## src/rtl/psat_pkg.sv

```systemverilog
package psat_pkg;

  localparam int unsigned LANE_W_DEF  = 16;
  localparam int unsigned LANES_DEF   = 4;
  localparam int unsigned SHAMT_W_DEF = 2;
  localparam int unsigned OP_W        = 3;

  typedef enum logic [OP_W-1:0] {
    OP_ADD_SS = 3'd0,
    OP_SUB_SS = 3'd1,
    OP_ADD_US = 3'd2,
    OP_SUB_US = 3'd3,
    OP_AVG    = 3'd4,
    OP_SHLADD = 3'd5,
    OP_SHRADD = 3'd6,
    OP_RSVD   = 3'd7
  } op_e;

  typedef enum logic [1:0] {
    CLAMP_NONE = 2'd0,
    CLAMP_SGN  = 2'd1,
    CLAMP_UNS  = 2'd2
  } clamp_e;

endpackage

```

## src/rtl/psat_lane_core.sv

```systemverilog
module psat_lane_core
  import psat_pkg::*;
#(
  parameter int unsigned LANE_W  = LANE_W_DEF,
  parameter int unsigned SHAMT_W = SHAMT_W_DEF,
  parameter int unsigned WIDE_W  = LANE_W + (1 << SHAMT_W)
) (
  input  logic [OP_W-1:0]           op_i,
  input  logic [SHAMT_W-1:0]        shamt_i,
  input  logic [LANE_W-1:0]         a_i,
  input  logic [LANE_W-1:0]         b_i,
  output logic signed [WIDE_W-1:0]  wide_o,
  output clamp_e                    mode_o
);

  localparam int unsigned EXT_W = WIDE_W - LANE_W;

  function automatic logic signed [WIDE_W-1:0] f_sext(input logic [LANE_W-1:0] x);
    return $signed({{EXT_W{x[LANE_W-1]}}, x});
  endfunction

  function automatic logic signed [WIDE_W-1:0] f_zext(input logic [LANE_W-1:0] x);
    return $signed({{EXT_W{1'b0}}, x});
  endfunction

  // Halve a non-negative sum, folding the dropped bit back in by OR.
  function automatic logic signed [WIDE_W-1:0] f_avg(input logic signed [WIDE_W-1:0] s);
    logic signed [WIDE_W-1:0] h;
    h = s >>> 1;
    h[0] = h[0] | s[0];
    return h;
  endfunction

  function automatic logic signed [WIDE_W-1:0] f_shl_add(
    input logic signed [WIDE_W-1:0] a, input logic signed [WIDE_W-1:0] b,
    input logic [SHAMT_W-1:0] sh);
    return (a <<< sh) + b;
  endfunction

  function automatic logic signed [WIDE_W-1:0] f_shr_add(
    input logic signed [WIDE_W-1:0] a, input logic signed [WIDE_W-1:0] b,
    input logic [SHAMT_W-1:0] sh);
    return (a >>> sh) + b;
  endfunction

  logic signed [WIDE_W-1:0] sa, sb, ua, ub;

  assign sa = f_sext(a_i);
  assign sb = f_sext(b_i);
  assign ua = f_zext(a_i);
  assign ub = f_zext(b_i);

  always_comb begin
    wide_o = '0;
    mode_o = CLAMP_NONE;
    case (op_e'(op_i))
      OP_ADD_SS: begin wide_o = sa + sb;                      mode_o = CLAMP_SGN; end
      OP_SUB_SS: begin wide_o = sa - sb;                      mode_o = CLAMP_SGN; end
      OP_ADD_US: begin wide_o = ua + sb;                      mode_o = CLAMP_UNS; end
      OP_SUB_US: begin wide_o = ua - sb;                      mode_o = CLAMP_UNS; end
      OP_AVG:    begin wide_o = f_avg(ua + ub);               mode_o = CLAMP_NONE; end
      OP_SHLADD: begin wide_o = f_shl_add(sa, sb, shamt_i);   mode_o = CLAMP_SGN; end
      OP_SHRADD: begin wide_o = f_shr_add(sa, sb, shamt_i);   mode_o = CLAMP_SGN; end
      default:   begin wide_o = '0;                           mode_o = CLAMP_NONE; end
    endcase
  end

endmodule

```

## src/rtl/psat_lane_clamp.sv

```systemverilog
module psat_lane_clamp
  import psat_pkg::*;
#(
  parameter int unsigned LANE_W = LANE_W_DEF,
  parameter int unsigned WIDE_W = LANE_W + 4
) (
  input  logic signed [WIDE_W-1:0] wide_i,
  input  clamp_e                   mode_i,
  output logic [LANE_W-1:0]        lane_o
);

  localparam logic signed [WIDE_W-1:0] S_MAX = WIDE_W'((64'sd1 <<< (LANE_W-1)) - 64'sd1);
  localparam logic signed [WIDE_W-1:0] S_MIN = -S_MAX - WIDE_W'(1);
  localparam logic signed [WIDE_W-1:0] U_MAX = WIDE_W'((64'sd1 <<< LANE_W) - 64'sd1);
  localparam logic [LANE_W-1:0] L_SMAX = {1'b0, {(LANE_W-1){1'b1}}};
  localparam logic [LANE_W-1:0] L_SMIN = {1'b1, {(LANE_W-1){1'b0}}};

  logic over_s, under_s, over_u, under_u;

  assign over_s  = wide_i > S_MAX;
  assign under_s = wide_i < S_MIN;
  assign over_u  = wide_i > U_MAX;
  assign under_u = wide_i[WIDE_W-1];

  always_comb begin
    lane_o = wide_i[LANE_W-1:0];
    case (mode_i)
      CLAMP_SGN: begin
        if (over_s)       lane_o = L_SMAX;
        else if (under_s) lane_o = L_SMIN;
      end
      CLAMP_UNS: begin
        if (under_u)      lane_o = '0;
        else if (over_u)  lane_o = '1;
      end
      default: ;
    endcase
  end

endmodule

```

## src/rtl/psat_out_stage.sv

```systemverilog
module psat_out_stage #(
  parameter int unsigned W          = 64,
  parameter bit          REGISTERED = 1'b1
) (
  input  logic         clk,
  input  logic         rst_n,
  input  logic [W-1:0] d_i,
  output logic [W-1:0] q_o
);

  generate
    if (REGISTERED) begin : g_reg
      always_ff @(posedge clk or negedge rst_n) begin
        if (!rst_n) q_o <= '0;
        else        q_o <= d_i;
      end
    end else begin : g_pass
      assign q_o = d_i;
    end
  endgenerate

endmodule

```

## src/rtl/psat_simd_unit.sv

```systemverilog
module psat_simd_unit
  import psat_pkg::*;
#(
  parameter int unsigned LANE_W  = LANE_W_DEF,
  parameter int unsigned LANES   = LANES_DEF,
  parameter int unsigned SHAMT_W = SHAMT_W_DEF,
  parameter bit          OUT_REG = 1'b1
) (
  input  logic                      clk,
  input  logic                      rst_n,
  input  logic [2:0]                op_i,
  input  logic [SHAMT_W-1:0]        shamt_i,
  input  logic [LANE_W*LANES-1:0]   a_i,
  input  logic [LANE_W*LANES-1:0]   b_i,
  output logic [LANE_W*LANES-1:0]   result_o
);

  localparam int unsigned DATA_W = LANE_W * LANES;
  localparam int unsigned WIDE_W = LANE_W + (1 << SHAMT_W);
  localparam logic signed [WIDE_W-1:0] S_MAX = WIDE_W'((64'sd1 <<< (LANE_W-1)) - 64'sd1);
  localparam logic signed [WIDE_W-1:0] S_MIN = -S_MAX - WIDE_W'(1);
  localparam logic signed [WIDE_W-1:0] U_MAX = WIDE_W'((64'sd1 <<< LANE_W) - 64'sd1);

  logic signed [WIDE_W-1:0] lane_wide [LANES];
  clamp_e                   lane_mode [LANES];
  logic [LANE_W-1:0]        lane_val  [LANES];
  logic [DATA_W-1:0]        comb_res;

  logic sgn_op, uns_op;
  assign sgn_op = (op_i == 3'd0) || (op_i == 3'd1) || (op_i == 3'd5) || (op_i == 3'd6);
  assign uns_op = (op_i == 3'd2) || (op_i == 3'd3);

  generate
    for (genvar g = 0; g < LANES; g++) begin : g_lane
      psat_lane_core #(.LANE_W(LANE_W), .SHAMT_W(SHAMT_W), .WIDE_W(WIDE_W)) i_core (
        .op_i    (op_i),
        .shamt_i (shamt_i),
        .a_i     (a_i[g*LANE_W +: LANE_W]),
        .b_i     (b_i[g*LANE_W +: LANE_W]),
        .wide_o  (lane_wide[g]),
        .mode_o  (lane_mode[g])
      );

      psat_lane_clamp #(.LANE_W(LANE_W), .WIDE_W(WIDE_W)) i_clamp (
        .wide_i (lane_wide[g]),
        .mode_i (lane_mode[g]),
        .lane_o (lane_val[g])
      );

      assign comb_res[g*LANE_W +: LANE_W] = lane_val[g];

      AST_SIGNED_CEIL: assert property (@(posedge clk) disable iff (!rst_n)
        (sgn_op && (lane_wide[g] > S_MAX)) |-> (lane_val[g] == {1'b0, {(LANE_W-1){1'b1}}}));
      AST_SIGNED_FLOOR: assert property (@(posedge clk) disable iff (!rst_n)
        (sgn_op && (lane_wide[g] < S_MIN)) |-> (lane_val[g] == {1'b1, {(LANE_W-1){1'b0}}}));
      AST_UNSIGNED_FLOOR: assert property (@(posedge clk) disable iff (!rst_n)
        (uns_op && lane_wide[g][WIDE_W-1]) |-> (lane_val[g] == '0));
      AST_UNSIGNED_CEIL: assert property (@(posedge clk) disable iff (!rst_n)
        (uns_op && (lane_wide[g] > U_MAX)) |-> (lane_val[g] == '1));
    end
  endgenerate

  psat_out_stage #(.W(DATA_W), .REGISTERED(OUT_REG)) i_out (
    .clk   (clk),
    .rst_n (rst_n),
    .d_i   (comb_res),
    .q_o   (result_o)
  );

  AST_RSVD_ZERO: assert property (@(posedge clk) disable iff (!rst_n)
    (op_i == 3'd7) |-> (comb_res == '0));

  generate
    if (OUT_REG) begin : g_reg_chk
      AST_REG_FOLLOWS: assert property (@(posedge clk) disable iff (!rst_n)
        1'b1 |=> (result_o == $past(comb_res)));
    end
  endgenerate

endmodule

```

## config.mk

```make
export PLATFORM = sky130hd
export DESIGN_NAME = psat_simd_unit
export DESIGN_NICKNAME = d
export VERILOG_FILES = /design/src/rtl/psat_pkg.sv /design/src/rtl/psat_lane_core.sv /design/src/rtl/psat_lane_clamp.sv /design/src/rtl/psat_out_stage.sv /design/src/rtl/psat_simd_unit.sv
export SDC_FILE = /design/constraint.sdc
export NUM_CORES = 1
export LEC_CHECK = 0
export BUFFER_PORTS_ARGS = -buffer_cell sky130_fd_sc_hd__buf_2
export CAP_MARGIN = 20
export CORE_ASPECT_RATIO = 0.75
export CORE_MARGIN = 8
export CORE_UTILIZATION = 62
export CTS_CLUSTER_DIAMETER = 50
export DETAILED_ROUTE_END_ITERATION = 8
export PLACE_DENSITY = 0.84
export SETUP_SLACK_MARGIN = 0.15
export SLEW_MARGIN = 25
export SYNTH_ARGS = -nofsm -noshare
export SYNTH_HDL_FRONTEND = slang
export SYNTH_SLANG_ARGS = --single-unit
```

## constraint.sdc

```tcl
create_clock -name clk -period 0.8 [get_ports clk]
set_input_delay 0 -clock clk [delete_from_list [all_inputs] [get_ports clk]]
set_output_delay 0 -clock clk [all_outputs]
set_load 0.005 [all_outputs]
```

==> results of run 1 <==
## cells in the mapped netlist, types with 12 or more instances
master / count
nand2_1: 238
o21ai_0: 204
a31oi_1: 30
nor2b_1: 39
fa_1: 12
nor4_1: 17
nand2b_1: 47
o21a_1: 33
a211oi_1: 46
buf_2: 25
xor2_1: 38
o31ai_1: 23
a22oi_1: 18
dfrtp_1: 64
a222oi_1: 13
mux4_2: 25
clkbuf_1: 103
a41o_1: 19
o221ai_1: 16
nand3_1: 86
mux2i_1: 44
o211ai_1: 32
o22ai_1: 27
mux2_2: 16
and3_1: 17
o21bai_1: 21
a21oi_1: 226
nand4_1: 18
or2_2: 14
a21o_1: 46
xnor2_1: 127
or3_1: 16
nor2_1: 207
inv_1: 158
buf_1: 24
ha_1: 210
nor3_1: 60
and2_1: 17
## metal layers
layer | global-route usage | overflow
met2 | 0.933 | 207
met1 | 0.820 | 40
met4 | 0.835 | 104
met5 | 0.593 | 1
met3 | 0.784 | 34
## per-stage QoR
| step | setup TNS (ns) | cells | area (um^2) | hold WS [ns] |
|---|---|---|---|---|
| 2_1_floorplan | -181.90 | 2567 | 18600 | -0.296 |
| 3_3_place_gp | -204.46 | 3799 | 25400 | -0.128 |
| 3_5_place_dp | -222.80 | 3799 | 25400 | -0.123 |
| 4_1_cts | -181.24 | 3870 | 27000 | 0.0155 |
## kinds of logic after synthesis
kind of cell,share of synthesized area
AND/OR/NAND/NOR,0.211
buffers and inverters,0.0694
flip-flops,0.0880
adder cells (fa/ha/maj),0.160
AO/OA/AOI/OAI,0.327
multiplexers,0.0657
XOR/XNOR,0.0794
## repair_timing
action | in CTS
pin swaps | 79
buffers inserted | 48
hold buffers | 1
endpoints found under the setup margin | 128
hold endpoints to repair | 64
gates resized for setup | 205
gates cloned | 7
==> results by group, run 1 <==
Status
  – Outcome: aborted with a tool error
  – Fail Step: 5_1_grt
  – Stop err: [ERROR GRT-0116] Global routing finished with congestion. Check the congestion regions in the DRC Viewer.

Yosys
  – Syn avg cell area: 7.09 um^2
  – Synth area leaders: ha_1 (14%), dfrtp_1 (8.8%), a21oi_1 (6.2%)
  – Mapped Area: 18,200 um^2
  – Syn nets: 2,924
  – Leading area contributor after synthesis: ha_1
  – Cell variety after synth: 93
  – Synthesis Warnings: 0
  – #FFs+latches synth: 64
  – Sequential area share after synthesis: 0.0880
  – Ys flop type: dfrtp_1
  – Cell count after synthesis: 2,567
  – Post-synth EDFFs: 0
  – Synth async-reset ratio: 1.00
  – Yosys top cell area share: 0.144

GRT
  – Largest net degree at the start of global routing: 55
  – Total grt overflow: 386
  – First-pass GRT wire length: 229,000 um
  – Global-route usage over all layers: 0.839
  – Vias in the first global route: 36,101

Floorplan
  – FP Rows: 54
  – Ports: 199
  – Initial core utilization: 0.628
  – Die H: 164 um
  – Die width: 214 um

Place
  – Buffers added on ports: 198
  – Setup WS pre-CTS: -3.68 ns
  – Routability Congestion: 1.12
  – Dpl hpwl: 71,100 um

Clock tree
  – Clock sink total: 64
  – CTS buffer count: 9
  – Bufs on Longest Clock Path: 2
  – H-tree levels: 3
  – CTS root buf: clkbuf_16
==> run 2, diff against run 1 <==
--- a/config.mk
+++ b/config.mk
@@ -7,13 +7,10 @@
 export LEC_CHECK = 0
 export BUFFER_PORTS_ARGS = -buffer_cell sky130_fd_sc_hd__buf_2
 export CAP_MARGIN = 20
-export CORE_ASPECT_RATIO = 0.75
 export CORE_MARGIN = 8
-export CORE_UTILIZATION = 62
-export CTS_CLUSTER_DIAMETER = 50
+export CORE_UTILIZATION = 40
 export DETAILED_ROUTE_END_ITERATION = 8
-export PLACE_DENSITY = 0.84
-export SETUP_SLACK_MARGIN = 0.15
+export PLACE_DENSITY_LB_ADDON = 0.15
 export SLEW_MARGIN = 25
 export SYNTH_ARGS = -nofsm -noshare
 export SYNTH_HDL_FRONTEND = slang
==> run 2 against run 1 <==
Against the previous run:
- the flow now finishes, with violations (hold timing, setup timing)
- synthesized cell count is the same
- area after synthesis did not move
==> results by group, run 2 <==
Status
  – Outcome: finished with violations
  – Failing checks: hold timing, setup timing

Layout
  – Top reg by flops: i_out.q_o
  – P&R area growth vs syn: 54.2%
  – Share of layout cells above drive strength 1: 0.391
  – Commonest cells after routing, fill and taps aside: buf_4 (871), nand2_1 (228), a21oi_1 (210)
  – Commonest non-fill, non-tap cell in the layout: buf_4
  – Layout fillers: 4,176
  – Nets@finish: 3,902
  – Largest register FFs: 64
  – Biggest regs: i_out.q_o (64)
  – Register area: 1600 um^2
  – Footprint of the multi-input gates: 16,300 um^2
  – Cell Count, Final, Fillers Out: 4,150
  – Fin util: 0.621

Clock tree
  – CTS buffer count: 9
  – Clock sink total: 64
  – H-tree levels: 3
  – Bufs on Longest Clock Path: 2
  – CTS tree: yes
  – Clock transition at path regs: 0.06 ns
  – CTS root buf: clkbuf_16

Power and ir drop
  – Power density cells: 1250 nW/um^2
  – Pleak: 13.7 nW
  – Pwr Total: 35.1 mW
  – Worst VDD drop: 1.50 mV

Place
  – DP Cell Count: 4,068
  – Buffers added on ports: 198
  – Dpl hpwl: 68,300 um
  – Routability Congestion: 0.979

STA
  – Final period util: 4.59
  – RSZ-0062 raised after global routing: yes
  – Final setup fails: 128
  – Worst setup margin: -2.87 ns
  – Final hold slack: -0.0110 ns
  – Slew Viols, Final: 0
  – Final Hold Viols: 5
  – Slew HR: 0.384
  – Minimum clock period: 3.67 ns
  – Achievable Freq: 0.272 GHz
  – Final setup TNS: -182.08 ns
  – Slew @ Worst Pin: 0.924 ns

Yosys
  – Synthesis Warnings: 0
  – Yosys top cell area share: 0.144
  – Sequential area share after synthesis: 0.0880
  – Synth area leaders: ha_1 (14%), dfrtp_1 (8.8%), a21oi_1 (6.2%)
  – Most common cell in the netlist: nand2_1
  – Post-synth top cells: nand2_1 (238), a21oi_1 (226), ha_1 (210), nor2_1 (207), o21ai_0 (204)
  – Cell count after synthesis: 2,567
  – Ys flop type: dfrtp_1
  – Syn nets: 2,924
  – Mapped Area: 18,200 um^2
  – Cell variety after synth: 93
  – Post-synth EDFFs: 0
  – Leading area contributor after synthesis: ha_1
  – Syn avg cell area: 7.09 um^2
  – Synth async-reset ratio: 1.00
  – #FFs+latches synth: 64

Worst setup path
  – Worst path required time: 1.06 ns
  – Arrival time at the worst endpoint: 3.94 ns
  – CP Capture Type: register
  – CP max stage delay: 0.39 ns
  – Worst path slowest cell: or3_4
  – Setup CP Type: in -> reg
  – Startpoint Class: input pin
  – Highest fanout seen on the critical path: 8
  – Most used cell, CP: buf_12
  – CP Cell Sequence: buf_8, inv_4, nor3_4, buf_6, buf_12, buf_12, buf_8, nand2_4, a311o_1, o21ai_1, ha_2, and3_4, and4_4, a31oi_4, a31oi_4, xnor2_1, o22ai_1, a211oi_2, buf_4, a211oi_2, or3_4, buf_12, a41o_1

GRT
  – Vias in the first global route: 23,342
  – Total grt overflow: 0
  – Largest net degree at the start of global routing: 71
  – First-pass GRT wire length: 130,000 um
  – Global-route usage over all layers: 0.306
  – Initial antenna violation count: 2

Floorplan
  – Die H: 229 um
  – Die width: 229 um
  – FP Rows: 78
  – Area of the core: 45,200 um^2
  – Initial core utilization: 0.403
  – Ports: 199
  – Die area: 52,600 um^2

Routing
  – WL per Instance: 20.7 um
  – Detailed Route WL: 86,000 um
  – DR iter-0 viols: 2,236
  – DR vias/cell: 5.73
  – Detailed Routing Iterations Pass 1: 7
  – Detail Route Antenna Nets: 0
  – Vias: 23,759
  – # DRC: 0

Flow run
  – Max_cap viols: 0

Min path
  – Min-delay worst type: in -> async
-- run 2: cell counts after synthesis --
Identical to the previous run, type by type.
-- run 2: layout make-up --
type,count,share of cell area
clock buffers,12,0.00914
multi-input cells,2184,0.582
repair buffers,1123,0.302
flip-flops and latches,64,0.0571
inverters,163,0.0220
clock inverters,3,0.000624
diodes,1,0.0000892
well taps,600,0.0268
-- run 2: path summary, 6_finish.rpt --
path	startpoint	endpoint	slack, ns	depth (start not counted)
setup / recovery	op_i[1]	i_out.q_o[14]	-2.87	23
hold / removal	rst_n	i_out.q_o[38]	-0.01	2
max in group asynchronous	rst_n	i_out.q_o[54]	0.39	3
min in group clk	b_i[16]	i_out.q_o[16]	0.22	5
-- run 2: timing repair --
| item | 4_1_cts | 5_1_grt |
|---|---|---|
| hold buffers | 2 | 0 |
| resized for setup | 78 | 132 |
| gates cloned | 3 | 7 |
| endpoints found under the setup margin | 128 | 133 |
| endpoints found under the hold margin | 64 | 0 |
| buffers inserted | 21 | 36 |
| pin swaps | 39 | 62 |
-- run 2: per-stage QoR --
step	setup slack, ns	instance area [um^2]
2_1_floorplan	-3.12	18600
3_3_place_gp	-3.23	26300
3_5_place_dp	-3.36	26300
4_1_cts	-2.81	27100
5_1_grt	-2.98	28100
6_report	-2.87	28100
-- run 2: power breakdown --
part / switching, mW / total (mW) / internal (mW)
Sequential: 0.356 / 4.47 / 4.12
Combinational: 13.7 / 26.7 / 13.0
Clock: 1.67 / 3.91 / 2.23
Total: 15.8 / 35.1 / 19.4
-- run 2: layer usage --
layer	GRT usage	share of wire
met2	0.496	0.45
met4	0.109	0.035
met3	0.0499	0.073
met1	0.407	0.44
met5	0	0.00012
-- run 2: logic make-up (layout without fill, tap and decap cells) --
group / count (synthesis) / after routing / synth area share
xor gates and xnor gates: 165 / 165 / 0.0794
AOI/OAI and AO/OA: 895 / 896 / 0.327
buffers and inverters: 321 / 1301 / 0.0694
muxes: 86 / 86 / 0.0657
DFF: 64 / 64 / 0.0880
and+or+nand+nor: 810 / 811 / 0.211
other: 0 / 1 / 0
adders and majority gates: 226 / 226 / 0.160
-- run 2: worst max-delay path: cells and delay by family --
family	cells	cell delay [ns]
simple gates	5	1.05
compound gates	8	1.40
xor+xnor	1	0.17
fa+ha+maj	1	0.33
buf+inv	8	0.94
No activity file was read; power rests on OpenSTA's default activity.
